$ cat src/rtl/fpctx_pkg.sv
package fpctx_pkg;
  typedef enum logic [1:0] {
    AM_IND     = 2'b00,
    AM_POSTINC = 2'b01,
    AM_PREDEC  = 2'b10,
    AM_RSVD    = 2'b11
  } am_e;

  typedef enum logic [2:0] {
    S_IDLE, S_WR, S_RDREQ, S_RDWAIT, S_INIT, S_DONE
  } st_e;

  localparam logic [31:0] IDLE_HDR   = 32'h1F18_0000;
  localparam logic [31:0] IDLE_TRL   = 32'h7000_0000;
  localparam int          IDLE_WORDS = 7;
  localparam int          WORD_BYTES = 4;

  localparam logic [7:0]  CODE_IDLE  = 8'h18;
  localparam logic [7:0]  CODE_UNIMP = 8'h38;
  localparam logic [7:0]  CODE_BUSY  = 8'hB4;
  localparam int          BYTES_IDLE  = 24;
  localparam int          BYTES_UNIMP = 56;
  localparam int          BYTES_BUSY  = 180;
endpackage

$ cat src/rtl/fpctx_word_gen.sv
module fpctx_word_gen
  import fpctx_pkg::*;
#(
  parameter int AW    = 32,
  parameter int IDX_W = 3
) (
  input  logic [AW-1:0]    base,
  input  logic [IDX_W-1:0] idx,
  input  logic             predec,
  input  logic             null_frame,
  output logic [AW-1:0]    addr,
  output logic [31:0]      wdata
);
  localparam logic [IDX_W-1:0] LAST = IDX_W'(IDLE_WORDS - 1);

  logic [IDX_W-1:0] pos;
  logic [AW-1:0]    step;

  // byte step of the current word from the frame start
  assign step = AW'({idx, 2'b00});
  assign addr = predec ? (base - AW'(WORD_BYTES) - step) : (base + step);

  // position of this word inside the frame, header at 0
  assign pos = predec ? (LAST - idx) : idx;

  always_comb begin
    if (null_frame)       wdata = '0;
    else if (pos == '0)   wdata = IDLE_HDR;
    else if (pos == LAST) wdata = IDLE_TRL;
    else                  wdata = '0;
  end
endmodule

$ cat src/rtl/fpctx_size_decode.sv
module fpctx_size_decode
  import fpctx_pkg::*;
#(
  parameter int AW = 32
) (
  input  logic [7:0]    hdr_top,
  input  logic [7:0]    hdr_code,
  output logic          is_null,
  output logic [AW-1:0] extra
);
  assign is_null = (hdr_top == 8'h00);

  always_comb begin
    extra = '0;
    if (!is_null) begin
      unique case (hdr_code)
        CODE_IDLE:  extra = AW'(BYTES_IDLE);
        CODE_UNIMP: extra = AW'(BYTES_UNIMP);
        CODE_BUSY:  extra = AW'(BYTES_BUSY);
        default:    extra = '0;
      endcase
    end
  end
endmodule

$ cat src/rtl/fpctx_rf_init.sv
module fpctx_rf_init #(
  parameter int NREGS  = 8,
  parameter int EXP_W  = 15,
  parameter int MANT_W = 64,
  localparam int RI_W  = (NREGS > 1) ? $clog2(NREGS) : 1,
  localparam int RW    = 1 + EXP_W + MANT_W
) (
  input  logic            clk,
  input  logic            rst_n,
  input  logic            start,
  output logic            rf_we,
  output logic [RI_W-1:0] rf_waddr,
  output logic [RW-1:0]   rf_wdata,
  output logic            ctl_clear,
  output logic            fin
);
  localparam logic [RI_W-1:0] LAST = RI_W'(NREGS - 1);

  logic            active;
  logic [RI_W-1:0] cnt;

  always_ff @(posedge clk or negedge rst_n) begin
    if (!rst_n) begin
      active <= 1'b0;
      cnt    <= '0;
    end else if (start) begin
      active <= 1'b1;
      cnt    <= '0;
    end else if (active) begin
      cnt <= cnt + 1'b1;
      if (cnt == LAST) active <= 1'b0;
    end
  end

  assign rf_we     = active;
  assign rf_waddr  = cnt;
  assign rf_wdata  = {1'b0, {EXP_W{1'b1}}, {MANT_W{1'b1}}};
  assign ctl_clear = active && (cnt == '0);
  assign fin       = active && (cnt == LAST);

  // the register sweep runs without gaps until the last index
  p_sweep_contig_r5: assert property (@(posedge clk) disable iff (!rst_n)
    (rf_we && rf_waddr != LAST) |=> rf_we);
endmodule

$ cat src/rtl/fpctx_frame_ctrl.sv
module fpctx_frame_ctrl
  import fpctx_pkg::*;
#(
  parameter int AW     = 32,
  parameter int NREGS  = 8,
  parameter int EXP_W  = 15,
  parameter int MANT_W = 64,
  localparam int RI_W  = (NREGS > 1) ? $clog2(NREGS) : 1,
  localparam int RW    = 1 + EXP_W + MANT_W
) (
  input  logic            clk,
  input  logic            rst_n,
  input  logic            cmd_valid,
  output logic            cmd_ready,
  input  logic            cmd_restore,
  input  logic [1:0]      cmd_mode,
  input  logic [AW-1:0]   cmd_areg,
  output logic            mem_req_valid,
  input  logic            mem_req_ready,
  output logic            mem_req_write,
  output logic [AW-1:0]   mem_req_addr,
  output logic [31:0]     mem_req_wdata,
  input  logic            mem_rsp_valid,
  output logic            mem_rsp_ready,
  input  logic [31:0]     mem_rsp_data,
  output logic            done_valid,
  output logic            done_err,
  output logic [AW-1:0]   done_areg,
  input  logic            arith_op,
  output logic            fresh,
  output logic            ctl_clear,
  output logic            rf_we,
  output logic [RI_W-1:0] rf_waddr,
  output logic [RW-1:0]   rf_wdata
);
  localparam int IDX_W = $clog2(IDLE_WORDS);
  localparam logic [IDX_W-1:0] LAST_WORD = IDX_W'(IDLE_WORDS - 1);
  localparam logic [AW-1:0] FRAME_BYTES = AW'(IDLE_WORDS * WORD_BYTES);

  st_e             st;
  am_e             mode_q;
  logic            restore_q;
  logic            null_q;
  logic            hdr_null_q;
  logic [AW-1:0]   base_q;
  logic [AW-1:0]   res_q;
  logic            err_q;
  logic [IDX_W-1:0] idx_q;

  logic            cmd_fire;
  logic            cmd_bad;
  logic [AW-1:0]   gen_addr;
  logic [31:0]     gen_data;
  logic            rsp_null;
  logic [AW-1:0]   rsp_extra;
  logic            rsp_fire;
  logic            init_start;
  logic            init_fin;
  logic            wr_last;
  logic [AW-1:0]   save_span;
  logic            unused_rsp;

  assign unused_rsp = ^mem_rsp_data[15:0];

  assign cmd_ready = (st == S_IDLE);
  assign cmd_fire  = cmd_valid && cmd_ready;
  assign cmd_bad   = (am_e'(cmd_mode) == AM_RSVD)
                   || (!cmd_restore && am_e'(cmd_mode) == AM_IND)
                   || ( cmd_restore && am_e'(cmd_mode) == AM_PREDEC);

  fpctx_word_gen #(.AW(AW), .IDX_W(IDX_W)) u_word_gen (
    .base       (base_q),
    .idx        (idx_q),
    .predec     (mode_q == AM_PREDEC),
    .null_frame (null_q),
    .addr       (gen_addr),
    .wdata      (gen_data)
  );

  fpctx_size_decode #(.AW(AW)) u_size_decode (
    .hdr_top  (mem_rsp_data[31:24]),
    .hdr_code (mem_rsp_data[23:16]),
    .is_null  (rsp_null),
    .extra    (rsp_extra)
  );

  fpctx_rf_init #(.NREGS(NREGS), .EXP_W(EXP_W), .MANT_W(MANT_W)) u_rf_init (
    .clk       (clk),
    .rst_n     (rst_n),
    .start     (init_start),
    .rf_we     (rf_we),
    .rf_waddr  (rf_waddr),
    .rf_wdata  (rf_wdata),
    .ctl_clear (ctl_clear),
    .fin       (init_fin)
  );

  assign mem_req_valid = (st == S_WR) || (st == S_RDREQ);
  assign mem_req_write = (st == S_WR);
  assign mem_req_addr  = (st == S_WR) ? gen_addr : base_q;
  assign mem_req_wdata = (st == S_WR) ? gen_data : '0;
  assign mem_rsp_ready = (st == S_RDWAIT);
  assign rsp_fire      = mem_rsp_valid && mem_rsp_ready;
  assign init_start    = rsp_fire && rsp_null;

  assign wr_last   = null_q ? (idx_q == '0) : (idx_q == LAST_WORD);
  assign save_span = null_q ? AW'(WORD_BYTES) : FRAME_BYTES;

  assign done_valid = (st == S_DONE);
  assign done_err   = err_q;
  assign done_areg  = res_q;

  always_ff @(posedge clk or negedge rst_n) begin
    if (!rst_n) begin
      st         <= S_IDLE;
      mode_q     <= AM_IND;
      restore_q  <= 1'b0;
      null_q     <= 1'b0;
      hdr_null_q <= 1'b0;
      base_q     <= '0;
      res_q      <= '0;
      err_q      <= 1'b0;
      idx_q      <= '0;
    end else begin
      unique case (st)
        S_IDLE: if (cmd_fire) begin
          mode_q     <= am_e'(cmd_mode);
          restore_q  <= cmd_restore;
          base_q     <= cmd_areg;
          res_q      <= cmd_areg;
          idx_q      <= '0;
          null_q     <= fresh;
          hdr_null_q <= 1'b0;
          err_q      <= cmd_bad;
          if (cmd_bad)          st <= S_DONE;
          else if (cmd_restore) st <= S_RDREQ;
          else                  st <= S_WR;
        end
        S_WR: if (mem_req_ready) begin
          if (wr_last) begin
            res_q <= (mode_q == AM_PREDEC) ? (base_q - save_span)
                                           : (base_q + save_span);
            st    <= S_DONE;
          end else begin
            idx_q <= idx_q + 1'b1;
          end
        end
        S_RDREQ: if (mem_req_ready) st <= S_RDWAIT;
        S_RDWAIT: if (rsp_fire) begin
          hdr_null_q <= rsp_null;
          if (mode_q == AM_POSTINC)
            res_q <= base_q + AW'(WORD_BYTES) + rsp_extra;
          st <= rsp_null ? S_INIT : S_DONE;
        end
        S_INIT: if (init_fin) st <= S_DONE;
        S_DONE: st <= S_IDLE;
        default: st <= S_IDLE;
      endcase
    end
  end

  // fresh flag: restore outcome wins over an operation in the same cycle
  always_ff @(posedge clk or negedge rst_n) begin
    if (!rst_n)                     fresh <= 1'b1;
    else if (st == S_INIT && init_fin) fresh <= 1'b1;
    else if (rsp_fire && !rsp_null) fresh <= 1'b0;
    else if (arith_op)              fresh <= 1'b0;
  end

  p_req_stable_r11: assert property (@(posedge clk) disable iff (!rst_n)
    (mem_req_valid && !mem_req_ready) |=> (mem_req_valid && $stable(mem_req_write)
      && $stable(mem_req_addr) && $stable(mem_req_wdata)));

  p_bad_no_mem_r10: assert property (@(posedge clk) disable iff (!rst_n)
    (cmd_fire && cmd_bad) |=> (!mem_req_valid && done_valid && done_err));

  p_done_pulse_r12: assert property (@(posedge clk) disable iff (!rst_n)
    done_valid |=> !done_valid);

  p_busy_after_accept_r12: assert property (@(posedge clk) disable iff (!rst_n)
    cmd_fire |=> !cmd_ready);

  p_null_sets_fresh_r5: assert property (@(posedge clk) disable iff (!rst_n)
    (done_valid && restore_q && !err_q && hdr_null_q) |-> fresh);

  p_hdr_clears_fresh_r6: assert property (@(posedge clk) disable iff (!rst_n)
    (done_valid && restore_q && !err_q && !hdr_null_q) |-> !fresh);
endmodule

$ cat config.mk
export PLATFORM = sky130hd
export DESIGN_NAME = fpctx_frame_ctrl
export DESIGN_NICKNAME = d
export VERILOG_FILES = /design/src/rtl/fpctx_pkg.sv /design/src/rtl/fpctx_word_gen.sv /design/src/rtl/fpctx_size_decode.sv /design/src/rtl/fpctx_rf_init.sv /design/src/rtl/fpctx_frame_ctrl.sv
export SDC_FILE = /design/constraint.sdc
export NUM_CORES = 1
export LEC_CHECK = 0
export BUFFER_PORTS_ARGS = -buffer_cell sky130_fd_sc_hd__buf_2
export CORE_AREA = 2 2 214 174
export CTS_CLUSTER_DIAMETER = 100
export DETAILED_ROUTE_END_ITERATION = 8
export DIE_AREA = 0 0 216 176
export SYNTH_ARGS = -nofsm -noshare
export SYNTH_HDL_FRONTEND = slang
export SYNTH_HIERARCHICAL = 1
export SYNTH_SLANG_ARGS = --single-unit
$ cat constraint.sdc
create_clock -name clk -period 7.01 [get_ports clk]
set_input_delay 1.402 -clock clk [delete_from_list [all_inputs] [get_ports clk]]
set_output_delay 1.402 -clock clk [all_outputs]
set_load 0.005 [all_outputs]
Word-level counts from Yosys, hierarchy flattened
Index checks and enable logic that the tools add are counted.
{"block": "classes", "add_sub_neg": 10, "n_eq_ne": 23, "n_mux": 40, "n_reduce_logical": 28}
{"cell": "two-way mux 32 bit", "count": 12}
{"cell": "case mux 32 bit (3 select lines)", "count": 1}
{"cell": "adder 32 x 5 -> 32 bit", "count": 2}
{"cell": "subtractor 32 x 5 -> 32 bit", "count": 2}
{"cell": "two-way mux 3 bit", "count": 13}
{"cell": "adder 32 x 3 -> 32 bit (second input constant)", "count": 1}
{"cell": "adder 32 bit", "count": 1}
{"cell": "subtractor 32 x 3 -> 32 bit (second input constant)", "count": 1}
{"cell": "two-way mux 31 bit", "count": 1}
{"cell": "case mux 8 bit (3 select lines)", "count": 1}
{"cell": "== test 3 bit (second input constant)", "count": 5}
{"cell": "case mux 3 bit (5 select lines)", "count": 1}
{"cell": "zero test 3 bit", "count": 4}
{"cell": "AND reduction 6 bit", "count": 2}
{"cell": "logical AND 1 bit", "count": 9}
{"cell": "== test 8 x 5 -> 1 bit (second input constant)", "count": 1}
{"cell": "== test 8 x 6 -> 1 bit (second input constant)", "count": 1}
{"cell": "== test 8 bit (second input constant)", "count": 1}
{"cell": "zero test 8 bit", "count": 1}
{"cell": "two-way mux 1 bit", "count": 8}
{"cell": "!= test 2 x 1 -> 1 bit (second input constant)", "count": 4}
{"cell": "!= test 2 bit (second input constant)", "count": 4}
{"cell": "adder 3 x 1 -> 3 bit (second input constant)", "count": 2}
{"cell": "== test 2 bit (second input constant)", "count": 3}
{"cell": "other kinds (14)", "count": 20}
{"block": "word_totals", "reg_bits": 79, "in_bits": 73, "output_inout_bits": 188, "wordCells": 111}

Logic depth before layout (Yosys ltp)
Gate-level depths: netlist of run 1.
{"block": "logic_depth", "word_depth": 7, "mapped_depth": 16, "ltp_nobuf": 16}

Cells and area by module
Netlist of run 1, hierarchy kept.
{"mod": "fpctx_frame_ctrl", "n_inst": 1, "cells_per_inst": 1022, "area_per_inst_um2": 7772.5, "seq_area_each_um2": 1878.1}
{"mod": "fpctx_word_gen", "n_inst": 1, "cells_per_inst": 241, "area_per_inst_um2": 1722.9, "seq_area_each_um2": 0.0}
{"mod": "fpctx_rf_init", "n_inst": 1, "cells_per_inst": 103, "area_per_inst_um2": 832.0, "seq_area_each_um2": 100.1}
{"mod": "fpctx_size_decode", "n_inst": 1, "cells_per_inst": 43, "area_per_inst_um2": 307.8, "seq_area_each_um2": 0.0}

Worst setup path before layout of run 1
No wires, ideal clock.
{"block": "synth_path", "path_kind": "input to register", "start": "input port mem_rsp_data[25]", "end": "register res_q[30] (netlist: done_areg[30])", "setup_time_ns": 0.131, "arrival_time_ns": 4.582, "required_time_ns": 6.879, "path_slack_ns": 2.297, "stages": 15, "path_buffers": 1, "cell_sequence": "or4_1 > o21ai_2 > nor2_1 > buf_4 > ha_1 > ha_1 > a21oi_1 > o2bb2ai_1 > o21a_1 > a211oi_1 > o22a_1 > o21ai_0 > mux2i_1 > a221oi_1 > nor3_1"}
{"block": "synth_between", "elab_chain_len": 6}
{"element": "from (decl)", "line_no": "fpctx_frame_ctrl.sv:25", "text": "input logic [31:0] mem_rsp_data,"}
{"element": "zero test 8 bit", "line_no": "fpctx_size_decode.sv:11", "text": "assign is_null = (hdr_top == 8'h00);"}
{"element": "two-way mux 32 bit", "line_no": "fpctx_size_decode.sv:15", "text": "if (!is_null) begin"}
{"element": "named net rsp_extra[2]", "line_no": "fpctx_frame_ctrl.sv:55", "text": "logic [AW-1:0] rsp_extra;"}
{"element": "adder 32 bit", "line_no": "fpctx_frame_ctrl.sv:152", "text": "res_q <= base_q + AW'(WORD_BYTES) + rsp_extra;"}
{"element": "two-way mux 32 bit", "line_no": "fpctx_frame_ctrl.sv:151", "text": "if (mode_q == AM_POSTINC)"}
{"element": "two-way mux 32 bit", "line_no": "fpctx_frame_ctrl.sv:149", "text": "S_RDWAIT: if (rsp_fire) begin"}
{"element": "case mux 32 bit (3 select lines)", "line_no": "fpctx_frame_ctrl.sv:125", "text": "unique case (st)"}
{"element": "to (signal assigned)", "line_no": "fpctx_frame_ctrl.sv:130", "text": "res_q <= cmd_areg;"}
{"element": "to (signal assigned)", "line_no": "fpctx_frame_ctrl.sv:141", "text": "res_q <= (mode_q == AM_PREDEC) ? (base_q - save_span)"}
{"element": "to (signal assigned)", "line_no": "fpctx_frame_ctrl.sv:152"}
{"element": "to (decl)", "line_no": "fpctx_frame_ctrl.sv:46", "text": "logic [AW-1:0] res_q;"}
The timed path passes the listed nets, and every way through them passes these cells. The select of a mux whose other input is x is not followed.
A chain may end at the register's enable or synchronous reset.

Worst setup path in the final report of run 1
{"block": "layout_path", "start": "register base_q[3]", "end": "output port mem_req_addr[19]"}
{"block": "layout_between", "elab_chain_len": 4, "word_cells_on_any_way": 5, "cone_classes": "add/sub (3); mux (2)"}
{"element": "from (decl)", "line_no": "fpctx_frame_ctrl.sv:45", "text": "logic [AW-1:0] base_q;"}
{"element": "from (signal assigned)", "line_no": "fpctx_frame_ctrl.sv:129", "text": "base_q <= cmd_areg;"}
{"element": "subtractor 32 x 3 -> 32 bit", "line_no": "fpctx_word_gen.sv:21", "text": "assign addr = predec ? (base - AW'(WORD_BYTES) - step) : (base + step);"}
{"element": "subtractor 32 x 5 -> 32 bit", "line_no": "fpctx_word_gen.sv:21"}
{"element": "two-way mux 32 bit (*)", "line_no": "fpctx_word_gen.sv:21"}
{"element": "named net gen_addr[19]", "line_no": "fpctx_frame_ctrl.sv:52", "text": "logic [AW-1:0] gen_addr;"}
{"element": "two-way mux 32 bit (*)", "line_no": "fpctx_frame_ctrl.sv:100", "text": "assign mem_req_addr = (st == S_WR) ? gen_addr : base_q;"}
{"element": "to (decl)", "line_no": "fpctx_frame_ctrl.sv:21", "text": "output logic [AW-1:0] mem_req_addr,"}
Mark *: on every way through the listed nets, which the timed path passes. The rest lies on a longest branch.

==> results of run 1 <==
[how the worst min path moves through the flow]
stage	slack, ps	startpoint	endpoint
floorplan	470	done_areg[0]$_DFFE_PN0P_	done_areg[0]$_DFFE_PN0P_
global placement	460	done_areg[12]$_DFFE_PN0P_	done_areg[12]$_DFFE_PN0P_
detailed placement	470	done_areg[9]$_DFFE_PN0P_	done_areg[9]$_DFFE_PN0P_
CTS	480	done_areg[9]$_DFFE_PN0P_	done_areg[9]$_DFFE_PN0P_
global route	500	done_areg[4]$_DFFE_PN0P_	done_areg[4]$_DFFE_PN0P_
finish	480	done_areg[9]$_DFFE_PN0P_	done_areg[9]$_DFFE_PN0P_
[per-layer routing]
layer  vias to the layer above  global-route usage [%]  wire length [µm]
met2                       321                   27.25             15400
met5                         -                       0                57
met4                        10                   4.538               602
li1                       4856                       -                 -
met1                      4786                   24.26             15700
met3                        42                   3.101              2272
[per-stage QoR]
step / power [mW] / cells
finish: 5.727 / 1958
global route: 6.269 / 1958
CTS: 5.672 / 1958
detailed placement: 5.115 / 1942
global placement: 5.072 / 1942
floorplan: 3.997 / 1535
[synthesized netlist by cell type (6+ instances only)]
library cell and n:
nand2_1 195, buf_4 139, nor2_1 98, ha_1 80, dfrtp_1 78, o21ai_0 73
a21oi_1 64, clkbuf_1 62, xnor2_1 50, and3_1 49, nand3_1 49, xor2_1 46
mux2_2 34, nor3_1 28, inv_1 26, nand4_1 23, a31oi_1 21, mux2i_1 19
or3_1 17, buf_2 15, a21o_1 13, buf_1 13, o211ai_1 12, o22ai_1 12
nand2b_1 10, nor4_1 10, a211oi_1 9, or2_2 8, a22oi_1 7, o21a_1 7
o21bai_1 7, o31ai_1 7, a221oi_1 6, nor2b_1 6
[final cells by class]
class	instances	area, µm²	share of cell area (%)
Inverter	29	111.4	0.9723
Tap cell	480	600.6	5.244
Timing Repair Buffer	159	843.3	7.363
Sequential cell	79	1979	17.28
Clock buffer	11	242.7	2.119
Multi-Input combinational cell	1195	7595	66.31
Clock inverter	5	81.33	0.7101
[power groups by stage]
stage / Clock (mW) / Sequential, mW / Combinational, mW
after floorplan: 0 / 0.894 / 3.10
after global placement: 0 / 1.17 / 3.90
after detailed placement: 0 / 1.18 / 3.94
after CTS: 0.541 / 1.17 / 3.96
after global routing: 0.566 / 1.23 / 4.48
final: 0.532 / 1.18 / 4.02
[logic make-up after synthesis]
family	count (synthesis)
compound gates	290
xor+xnor	97
fa+ha+maj	82
buf+inv	261
flops	79
mux	53
other cells	4
simple gates	543
[cell usage in the layout (no fill, tap or decap), types with 6 or more instances in the layout]
| master | count |
|---|---|
| a221oi_1 | 6 |
| mux2i_1 | 19 |
| and3_1 | 49 |
| buf_2 | 140 |
| clkbuf_16 | 9 |
| a31oi_1 | 21 |
| o21bai_1 | 7 |
| ha_1 | 80 |
| nand2b_1 | 10 |
| o21ai_0 | 73 |
| nand4_1 | 23 |
| nand2_1 | 195 |
| dfrtp_1 | 77 |
| buf_4 | 19 |
| xnor2_1 | 50 |
| a211oi_1 | 9 |
| o211ai_1 | 12 |
| a21o_1 | 13 |
| a22oi_1 | 7 |
| conb_1 | 130 |
| o31ai_1 | 7 |
| nor4_1 | 10 |
| mux2_2 | 34 |
| or2_2 | 8 |
| o21a_1 | 7 |
| or3_1 | 17 |
| nand3_1 | 49 |
| a21oi_1 | 64 |
| o22ai_1 | 12 |
| nor3_1 | 28 |
| inv_1 | 26 |
| xor2_1 | 46 |
| nor2_1 | 98 |
[critical path: stages, from the launching register on]
cell     delay [ps]
dfrtp_1         760
inv_1           110
ha_1            330
inv_1            50
ha_1            350
nor2b_1         180
o31ai_1         500
nand4_1         280
o32ai_1         340
xor2_1          180
nand2_1          60
nand2_1          80
buf_2           110
[state kept, by name (all words and copies together), names as in the netlist]
register / count
st: 3
null_q: 1
base_q: 32
done_areg: 32
fresh: 1
idx_q: 3
done_err: 1
u_rf_init/rf_we: 1
u_rf_init/rf_waddr: 3
mode_q: 2
==> results.cfg, run 1 <==
[status]
status = complete, no violations

[final_layout]
insertedDiodeCount = 0
fill_cells = 3899
design_area_um2 = 11450
drive_gt1_share_pct = 17.32
layout.nets = 1628
area.growth.synth_to_final_pct = 7.694
fin_util_pct = 32.10

[worst_setup_path]
crit_path_end_kind = primary output
worst_r2r_path_depth = 10
crit_end = mem_req_addr[19]
setup.worst_path.class = reg -> out
rrSetupSlack_ps = 3240
worstReg2RegEnd = done_areg[30]$_DFFE_PN0P_
path_max_fanout = 18
start_kind = register
required_ps = 5610
cp.arrival_ps = 3680
cp-startpoint = base_q[3]$_DFFE_PN0P_
r2r_start = base_q[5]$_DFFE_PN0P_

[yosys]
ys.flop_type = dfrtp_1
synthesis.instances = 1409
yosysSeqAreaShare_pct = 18.60
synth_compound_gate_area_share_pct = 17.92
yosysTopAreaCell = dfrtp_1
ys_seq_elements = 79
synth_area_leaders = dfrtp_1, buf_4, ha_1, nand2_1, xnor2_1
synth_top_area_share_pct = 18.35
synthDistinctLibCells = 95
avgSynthCellArea_um2 = 7.548
synthSimpleGateAreaFrac_pct = 25.58
synth_top_family_by_area = simple AND/OR/NAND/NOR gates
ys_async_sr_fraction_pct = 100.0
syn_area_um2 = 10640
synth_mux_area_share_pct = 5.388
synthAdderAreaFrac_pct = 9.788
synth_xor_area_share_pct = 8.059
synth_edf_count = 0
ys_warn_count = 6

[cts]
cts.sinks = 79
numCtsBuffers = 9
holdBufCountCts = 0
cts.htree.levels = 3
cts.repair.resized = 0
postCtsSetupBuffers = 0
cts.clk_slew.worst_paths_ps = 70
cts_tree = built
root_buffer = clkbuf_16
worstSkewPairLatency_ps = 350
cts.path.max_buffers = 2

[sta]
layout_setup_ws_ps = 1928
rsz0062_at_grt = no
fin_crit_ps = 5082
relSlewSlack_pct = 39.98
hold_violations = 0
worstMarginPinSlew_ps = 900.3
setup_viol = 0
fin_crit_sh_pct = 72.49
slew_violations = 0
hold-worst-slack_ps = 482.3
finClkSkew_ps = 8.359
clock.fmax_mhz = 196.8
finalSetupTns_ps = 0

[placement]
placed_area_um2 = 11130
port_buffers = 141
place_congestion = 0.9049
dp_slack_ps = 1701
hpwlAfterDp_um = 25810

[power_and_ir_drop]
peakVddDrop_v = 0.0001867
clkPwrFrac_pct = 9.3
p_switching_mw = 3.133
intPower_mw = 2.593
p_per_area_nw_per_um2 = 500.0
switching_share_pct = 54.72
p_leak_nw = 5.278
power.share.combinational_pct = 70.2
pwr-share-seq_pct = 20.5

[detailed_routing]
drt_pre_antenna_iters = 5
drc_errors = 0
via_per_inst = 5.115
drtIter0Drc = 589
vias = 10015
wirelength_um = 34040
routedWlPerCell_um = 17.38
antenna_left = 0

[die]
start_util_pct = 29.80
rows = 62
dieArea_um2 = 38020
core_area_um2 = 35680
die_x_um = 216
ios = 261
die_h_um = 176

[run]
maxCapViolations = 0

[hold_path]
hp-class = reg -> reg
min_path_cells = 2

[grt]
grt_max_degree = 55
grt_usage_pct = 17.27
grt_pass1_vias = 9240
globalRoute.totalOverflow = 0
grt_pass1_wl_um = 52370
antenna_found_initial = 6
(Power assumes the default switching activity.)
==> inputs of run 2 (changes only) <==
--- a/config.mk
+++ b/config.mk
@@ -5,11 +5,12 @@
 export SDC_FILE = /design/constraint.sdc
 export NUM_CORES = 1
 export LEC_CHECK = 0
+export ABC_AREA = 1
 export BUFFER_PORTS_ARGS = -buffer_cell sky130_fd_sc_hd__buf_2
-export CORE_AREA = 2 2 214 174
+export CORE_AREA = 2 2 228 185
 export CTS_CLUSTER_DIAMETER = 100
 export DETAILED_ROUTE_END_ITERATION = 8
-export DIE_AREA = 0 0 216 176
+export DIE_AREA = 0 0 230 187
 export SYNTH_ARGS = -nofsm -noshare
 export SYNTH_HDL_FRONTEND = slang
 export SYNTH_HIERARCHICAL = 1
==> constraint.sdc (replaced) <==
create_clock -name clk -period 4.8 [get_ports clk]
set_input_delay 0.96 -clock clk [delete_from_list [all_inputs] [get_ports clk]]
set_output_delay 0.96 -clock clk [all_outputs]
set_load 0.005 [all_outputs]
==> run 2 against run 1 <==
Compared with the run above: power up 67%; global-route usage up 3.6 points; highest routed layer unchanged; non-clock buffer count down 4; critical endpoint is now mem_req_addr[8]; synthesized cell count up 51%; clock skew up 2.7 ps; sequential share of layout area down 2.2 points; routed wire length up 34%; count of clock-buffer cells in the layout down 1; sequential power up 36%.
==> results.cfg, run 2 <==
[yosys]
avgSynthCellArea_um2 = 5.716
synth_top_area_share_pct = 21.57
syn_area_um2 = 12130
yosysSeqAreaShare_pct = 16.31
ys_warn_count = 6
synthAdderAreaFrac_pct = 8.582
ys.flop_type = dfrtp_1
ys_seq_elements = 79
yosysMostFrequentCell = nand2_1
synth_area_leaders = nand2_1, dfrtp_1, buf_4, ha_1, inv_1
synth_edf_count = 0
synth_commonest_cells = nand2_1, inv_1, nor2_1
ys_async_sr_fraction_pct = 100.0
synth_mux_area_share_pct = 0
synth_xor_area_share_pct = 2.548
synthSimpleGateAreaFrac_pct = 39.53
synthDistinctLibCells = 50
synth_top_family_by_area = simple AND/OR/NAND/NOR gates
synthesis.instances = 2122
yosysTopAreaCell = nand2_1
synth_compound_gate_area_share_pct = 13.88

[placement]
dp_slack_ps = 810.5
placed_area_um2 = 12830
port_buffers = 141
hpwlAfterDp_um = 36980
place_congestion = 0.9575

[cts]
cts_tree = built
root_buffer = clkbuf_16
postCtsSetupBuffers = 0
cts.clk_slew.worst_paths_ps = 70
numCtsBuffers = 9
cts.repair.resized = 0
holdBufCountCts = 0
cts.htree.levels = 3
cts.path.max_buffers = 2
worstSkewPairLatency_ps = 360
cts.sinks = 79

[worst_setup_path]
path_max_fanout = 7
cp-startpoint = base_q[3]$_DFFE_PN0P_
cp_slowest_cell = dfrtp_1
required_ps = 3840
crit_top_cell = nand2_1
cp.arrival_ps = 3160
start_kind = register
r2r_start = st[0]$_DFFE_PN0P_
crit_path_end_kind = primary output
setup.worst_path.class = reg -> out
path_cells = inv_1 -> ha_1 -> inv_1 -> ha_1 -> inv_1 -> nand2_1 -> nand3_1 -> nand2_1 -> inv_1 -> nand3_1 -> nand2_1 -> nand2_1 -> nand2_1 -> nand2_1 -> o21ai_0 -> buf_2
max_stage_delay_ps = 590

[sta]
layout_setup_ws_ps = 681.5
fin_crit_sh_pct = 85.80
setup_viol = 0
worstMarginPinSlew_ps = 958.0
finalSetupTns_ps = 0
clock.fmax_mhz = 242.8
finClkSkew_ps = 11.06
fin_crit_ps = 4119
relSlewSlack_pct = 36.06
slew_violations = 0
rsz0062_at_grt = no
hold_violations = 0

[die]
die_h_um = 187
start_util_pct = 29.53
ios = 261
core_area_um2 = 41080
dieArea_um2 = 43010
rows = 67
die_x_um = 230

[hold_path]
worstHoldStart = done_areg[18]$_DFFE_PN0P_
hp-class = reg -> reg

[grt]
grt_usage_pct = 20.91
antenna_found_initial = 1
grt_pass1_vias = 12374
grt_pass1_wl_um = 69980
globalRoute.totalOverflow = 0
grt_max_degree = 91

[power_and_ir_drop]
p_leak_nw = 7.088
power.share.combinational_pct = 75.2
p_switching_mw = 5.915
peakVddDrop_v = 0.0003743
pwr-share-seq_pct = 16.8
p_per_area_nw_per_um2 = 729.7
clkPwrFrac_pct = 8.0
intPower_mw = 3.676
switching_share_pct = 61.67

[final_layout]
area.growth.synth_to_final_pct = 8.355
fill_cells = 4710
layout.nets = 2375
insertedDiodeCount = 0
fin_util_pct = 32.00
multiInputGateArea_um2 = 8317
design_area_um2 = 13140
layout_commonest_cell = nand2_1
drive_gt1_share_pct = 10.56
final_cell_mix = nand2_1, inv_1, nor2_1
seqCellArea_um2 = 1978

[detailed_routing]
antenna_left = 0
drt_pre_antenna_iters = 6
vias = 13450
routedWlPerCell_um = 16.38
via_per_inst = 4.843
drc_errors = 0
drtIter0Drc = 1209
wirelength_um = 45480

[status]
status = complete, no violations

[run]
maxCapViolations = 0
[run 2: cells by family after synthesis]
family | count (synthesis)
XOR/XNOR | 31
buffers and inverters | 462
other | 4
AO/OA/AOI/OAI | 305
AND/OR/NAND/NOR | 1159
flip-flops | 79
adder cells (fa/ha/maj) | 82
[run 2: worst paths after layout]
kind	depth (start not counted)	end	slack, ps
worst max-delay path	16	mem_req_addr[8]	680
worst min-delay path	2	done_areg[18]$_DFFE_PN0P_	480
worst max register to register	11	done_areg[18]$_DFFE_PN0P_	1450
worst min register to register	2	done_areg[18]$_DFFE_PN0P_	480
max in group asynchronous	2	fresh$_DFFE_PN1P_	3220
min in group asynchronous	1	base_q[26]$_DFFE_PN0P_	610
[run 2: power groups by stage]
| stage | Sequential, mW | Combinational, mW | Clock (mW) |
|---|---|---|---|
| after floorplan | 1.30 | 5.05 | 0 |
| after global placement | 1.60 | 7.00 | 0 |
| after detailed placement | 1.61 | 7.06 | 0 |
| after CTS | 1.59 | 7.09 | 0.785 |
| after global routing | 1.65 | 8.18 | 0.809 |
| final | 1.61 | 7.21 | 0.768 |
[run 2: stage by stage]
step | hold slack [ps] | std cells | total power, mW
after floorplan | 472.4 | 2248 | 6.350
final | 478.5 | 2777 | 9.591
after global placement | 461.9 | 2761 | 8.592
after detailed placement | 459.9 | 2761 | 8.664
after CTS | 481.7 | 2777 | 9.471
after global routing | 502.0 | 2777 | 10.64
[run 2: critical path, delay by kind of cell, from the launching register on]
kind                     cells  cell delay, ps
AND/OR/NAND/NOR              8             800
adder cells (fa/ha/maj)      2             640
flip-flops                   1             590
buffers and inverters        5             590
AO/OA/AOI/OAI                1             150
[run 2: per-layer routing]
metal	vias up	share of wire (%)	global-route usage, %
met2	470	43	32.04
met1	6231	49	30.96
met4	2	2.2	6.278
met5	-	0.029	0
met3	54	6.1	1.738
li1	6693	-	-
[run 2: final cells by class]
cell class | instances | area share [%]
well taps | 552 | 5.255
inverters | 268 | 7.653
repair buffers | 155 | 6.378
multi-input cells | 1707 | 63.27
clock buffers | 10 | 1.818
flip-flops and latches | 79 | 15.05
clock inverters | 6 | 0.5712
==> inputs of run 3 (changes only) <==
--- a/config.mk
+++ b/config.mk
@@ -7,11 +7,11 @@
 export LEC_CHECK = 0
 export ABC_AREA = 1
 export BUFFER_PORTS_ARGS = -buffer_cell sky130_fd_sc_hd__buf_2
-export CORE_AREA = 2 2 228 185
+export CORE_AREA = 2 2 172 140
 export CTS_CLUSTER_DIAMETER = 100
 export DETAILED_ROUTE_END_ITERATION = 8
-export DIE_AREA = 0 0 230 187
+export DIE_AREA = 0 0 174 142
+export PLACE_DENSITY = 0.67
 export SYNTH_ARGS = -nofsm -noshare
 export SYNTH_HDL_FRONTEND = slang
-export SYNTH_HIERARCHICAL = 1
 export SYNTH_SLANG_ARGS = --single-unit
==> run 3 against run 2 <==
Compared with the run above: design area decreased by 20%; die area decreased by 43%; first-iteration DRC count decreased by 15%; cell count decreased by 26%; hold slack got worse by 4.7 ps; largest power group unchanged; highest routed layer is now met4.
==> results.cfg, run 3 <==
[sta]
relSlewSlack_pct = 27.92
setup_viol = 0
finalSetupTns_ps = 0
worstMarginPinSlew_ps = 1081
slew_violations = 0
clock.fmax_mhz = 244.4
rsz0062_at_grt = no
hold_violations = 0
fin_crit_sh_pct = 85.23
fin_crit_ps = 4091
finClkSkew_ps = 9.494

[cts]
holdBufCountCts = 0
cts.path.max_buffers = 2
cts.htree.levels = 3
postCtsSetupBuffers = 0
cts_tree = built
cts.clk_slew.worst_paths_ps = 70
root_buffer = clkbuf_16
cts.sinks = 79
cts.repair.resized = 0
numCtsBuffers = 9
worstSkewPairLatency_ps = 360

[power_and_ir_drop]
p_per_area_nw_per_um2 = 745.3
total_power_mw = 7.837
p_leak_nw = 5.963
peakVddDrop_v = 0.0003187

[final_layout]
fill_cells = 2561
final_cell_mix = nand2_1, inv_1, nand3_1
area.growth.synth_to_final_pct = 7.728
insertedDiodeCount = 0
drive_gt1_share_pct = 12.56
layout.nets = 1868
layout_commonest_cell = nand2_1

[worst_setup_path]
required_ps = 3840
start_kind = register
crit_path_end_kind = primary output
cp_slowest_cell = dfrtp_1
path_cells = inv_1 -> ha_1 -> inv_1 -> ha_1 -> a21oi_1 -> nand2_1 -> a31oi_1 -> nand2_1 -> a21oi_2 -> xor2_1 -> buf_2
cp.arrival_ps = 3130
r2r_start = mode_q[0]$_DFFE_PN0P_
cp-startpoint = base_q[3]$_DFFE_PN0P_
path_max_fanout = 6
max_stage_delay_ps = 460
setup.worst_path.class = reg -> out

[die]
start_util_pct = 42.40
rows = 50
die_x_um = 174
dieArea_um2 = 24710
die_h_um = 142
ios = 261
core_area_um2 = 23020

[grt]
grt_pass1_wl_um = 49190
globalRoute.totalOverflow = 0
grt_usage_pct = 25.13
antenna_found_initial = 0
grt_max_degree = 80
grt_pass1_vias = 9283

[detailed_routing]
vias = 10321
wirelength_um = 31190
via_per_inst = 5.022
routedWlPerCell_um = 15.18
antenna_left = 0
drtIter0Drc = 1027
drc_errors = 0
drt_pre_antenna_iters = 6

[yosys]
synth_area_leaders = nand2_1, dfrtp_1, inv_1, buf_4, nand3_1
avgSynthCellArea_um2 = 5.982
synthSimpleGateAreaFrac_pct = 39.11
yosysSeqAreaShare_pct = 20.26
ys.flop_type = dfrtp_1
yosysTopAreaCell = nand2_1
ys_seq_elements = 79
ys_warn_count = 0
synth_edf_count = 0
synthAdderAreaFrac_pct = 7.460
synth_top_family_by_area = simple AND/OR/NAND/NOR gates
synthesis.instances = 1632
ys_async_sr_fraction_pct = 100.0
synth_compound_gate_area_share_pct = 10.07
syn_area_um2 = 9762
synth_commonest_cells = nand2_1, inv_1, nand3_1
synth_top_area_share_pct = 20.30
synthDistinctLibCells = 52
synth_mux_area_share_pct = 0.5768
yosysMostFrequentCell = nand2_1
synth_xor_area_share_pct = 2.422

[hold_path]
worstHoldStart = done_areg[20]$_DFFE_PN0P_
hp-class = reg -> reg

[run]
maxCapViolations = 0

[placement]
port_buffers = 141
hpwlAfterDp_um = 24850
place_congestion = 0.9760

[status]
status = complete, no violations
run 3: cell count changes in the layout (fill, tap and decap cells not counted), moves of 17 or more:
cell | previous run | this run
ha_1 | 80 | 55
nor2_1 | 224 | 131
a41oi_1 | 18 | 1
nand2_1 | 697 | 527
o21ai_0 | 138 | 60
a21oi_1 | 107 | 70
conb_1 | 130 | 103
run 3: layout make-up:
class | count | area (µm²) | area share, %
sequential | 79 | 1978 | 18.81
timing repair buffer | 146 | 745.7 | 7.091
tap | 312 | 390.4 | 3.712
clock buffer | 11 | 242.7 | 2.308
clock inverter | 5 | 38.79 | 0.3688
inverter | 241 | 904.6 | 8.602
multi-input combinational | 1261 | 6216 | 59.11
run 3: stage by stage:
stage / worst slack (ps) / util [%] / hold slack, ps / area, µm² / cells
final: 708.9 / 45.68 / 473.8 / 10520 / 2055
after global routing: 405.6 / 45.68 / 495.7 / 10520 / 2055
after CTS: 761.5 / 45.68 / 476.9 / 10520 / 2055
after detailed placement: 933.3 / 44.46 / 459.3 / 10230 / 2039
after global placement: 985.1 / 44.46 / 461.3 / 10230 / 2039
after floorplan: 1467 / - / 471.9 / 10140 / 1733
run 3: cells by family after synthesis:
kind of cell,after synthesis
AO/OA/AOI/OAI,176
adder cells (fa/ha/maj),57
XOR/XNOR,27
buffers and inverters,393
AND/OR/NAND/NOR,893
other,2
multiplexers,5
flip-flops,79
run 3: per-layer routing:
| metal | routed length (µm) | global-route usage, % |
|---|---|---|
| met1 | 14810 | 37.85 |
| met2 | 12840 | 37.07 |
| met3 | 3057 | 4.354 |
| met4 | 482 | 6.015 |
| met5 | 0 | 0 |
run 3: worst paths after layout:
check / endpoint / cells past startpoint / slack [ps]
max in group asynchronous: done_areg[4]$_DFFE_PN0P_ / 1 / 3300
setup / recovery: mem_req_addr[10] / 11 / 710
hold / removal: done_areg[20]$_DFFE_PN0P_ / 2 / 470
setup reg to reg: done_areg[14]$_DFFE_PN0P_ / 15 / 1530
hold reg to reg: done_areg[20]$_DFFE_PN0P_ / 2 / 470
min in group asynchronous: done_areg[30]$_DFFE_PN0P_ / 1 / 750
run 3: critical path: cells and delay by family (launching register included):
family | cells | cell delay [ps]
buffers and inverters | 3 | 390
AO/OA/AOI/OAI | 3 | 730
XOR/XNOR | 1 | 290
AND/OR/NAND/NOR | 2 | 250
adder cells (fa/ha/maj) | 2 | 650
flip-flops | 1 | 460
run 3: power breakdown:
| group | leakage, nW | internal [mW] | switching, mW | total [mW] |
|---|---|---|---|---|
| combinational | 4.86 | 1.88 | 3.80 | 5.68 |
| sequential | 0.965 | 0.970 | 0.500 | 1.47 |
| clock | 0.137 | 0.370 | 0.321 | 0.691 |
| total | 5.96 | 3.22 | 4.62 | 7.84 |
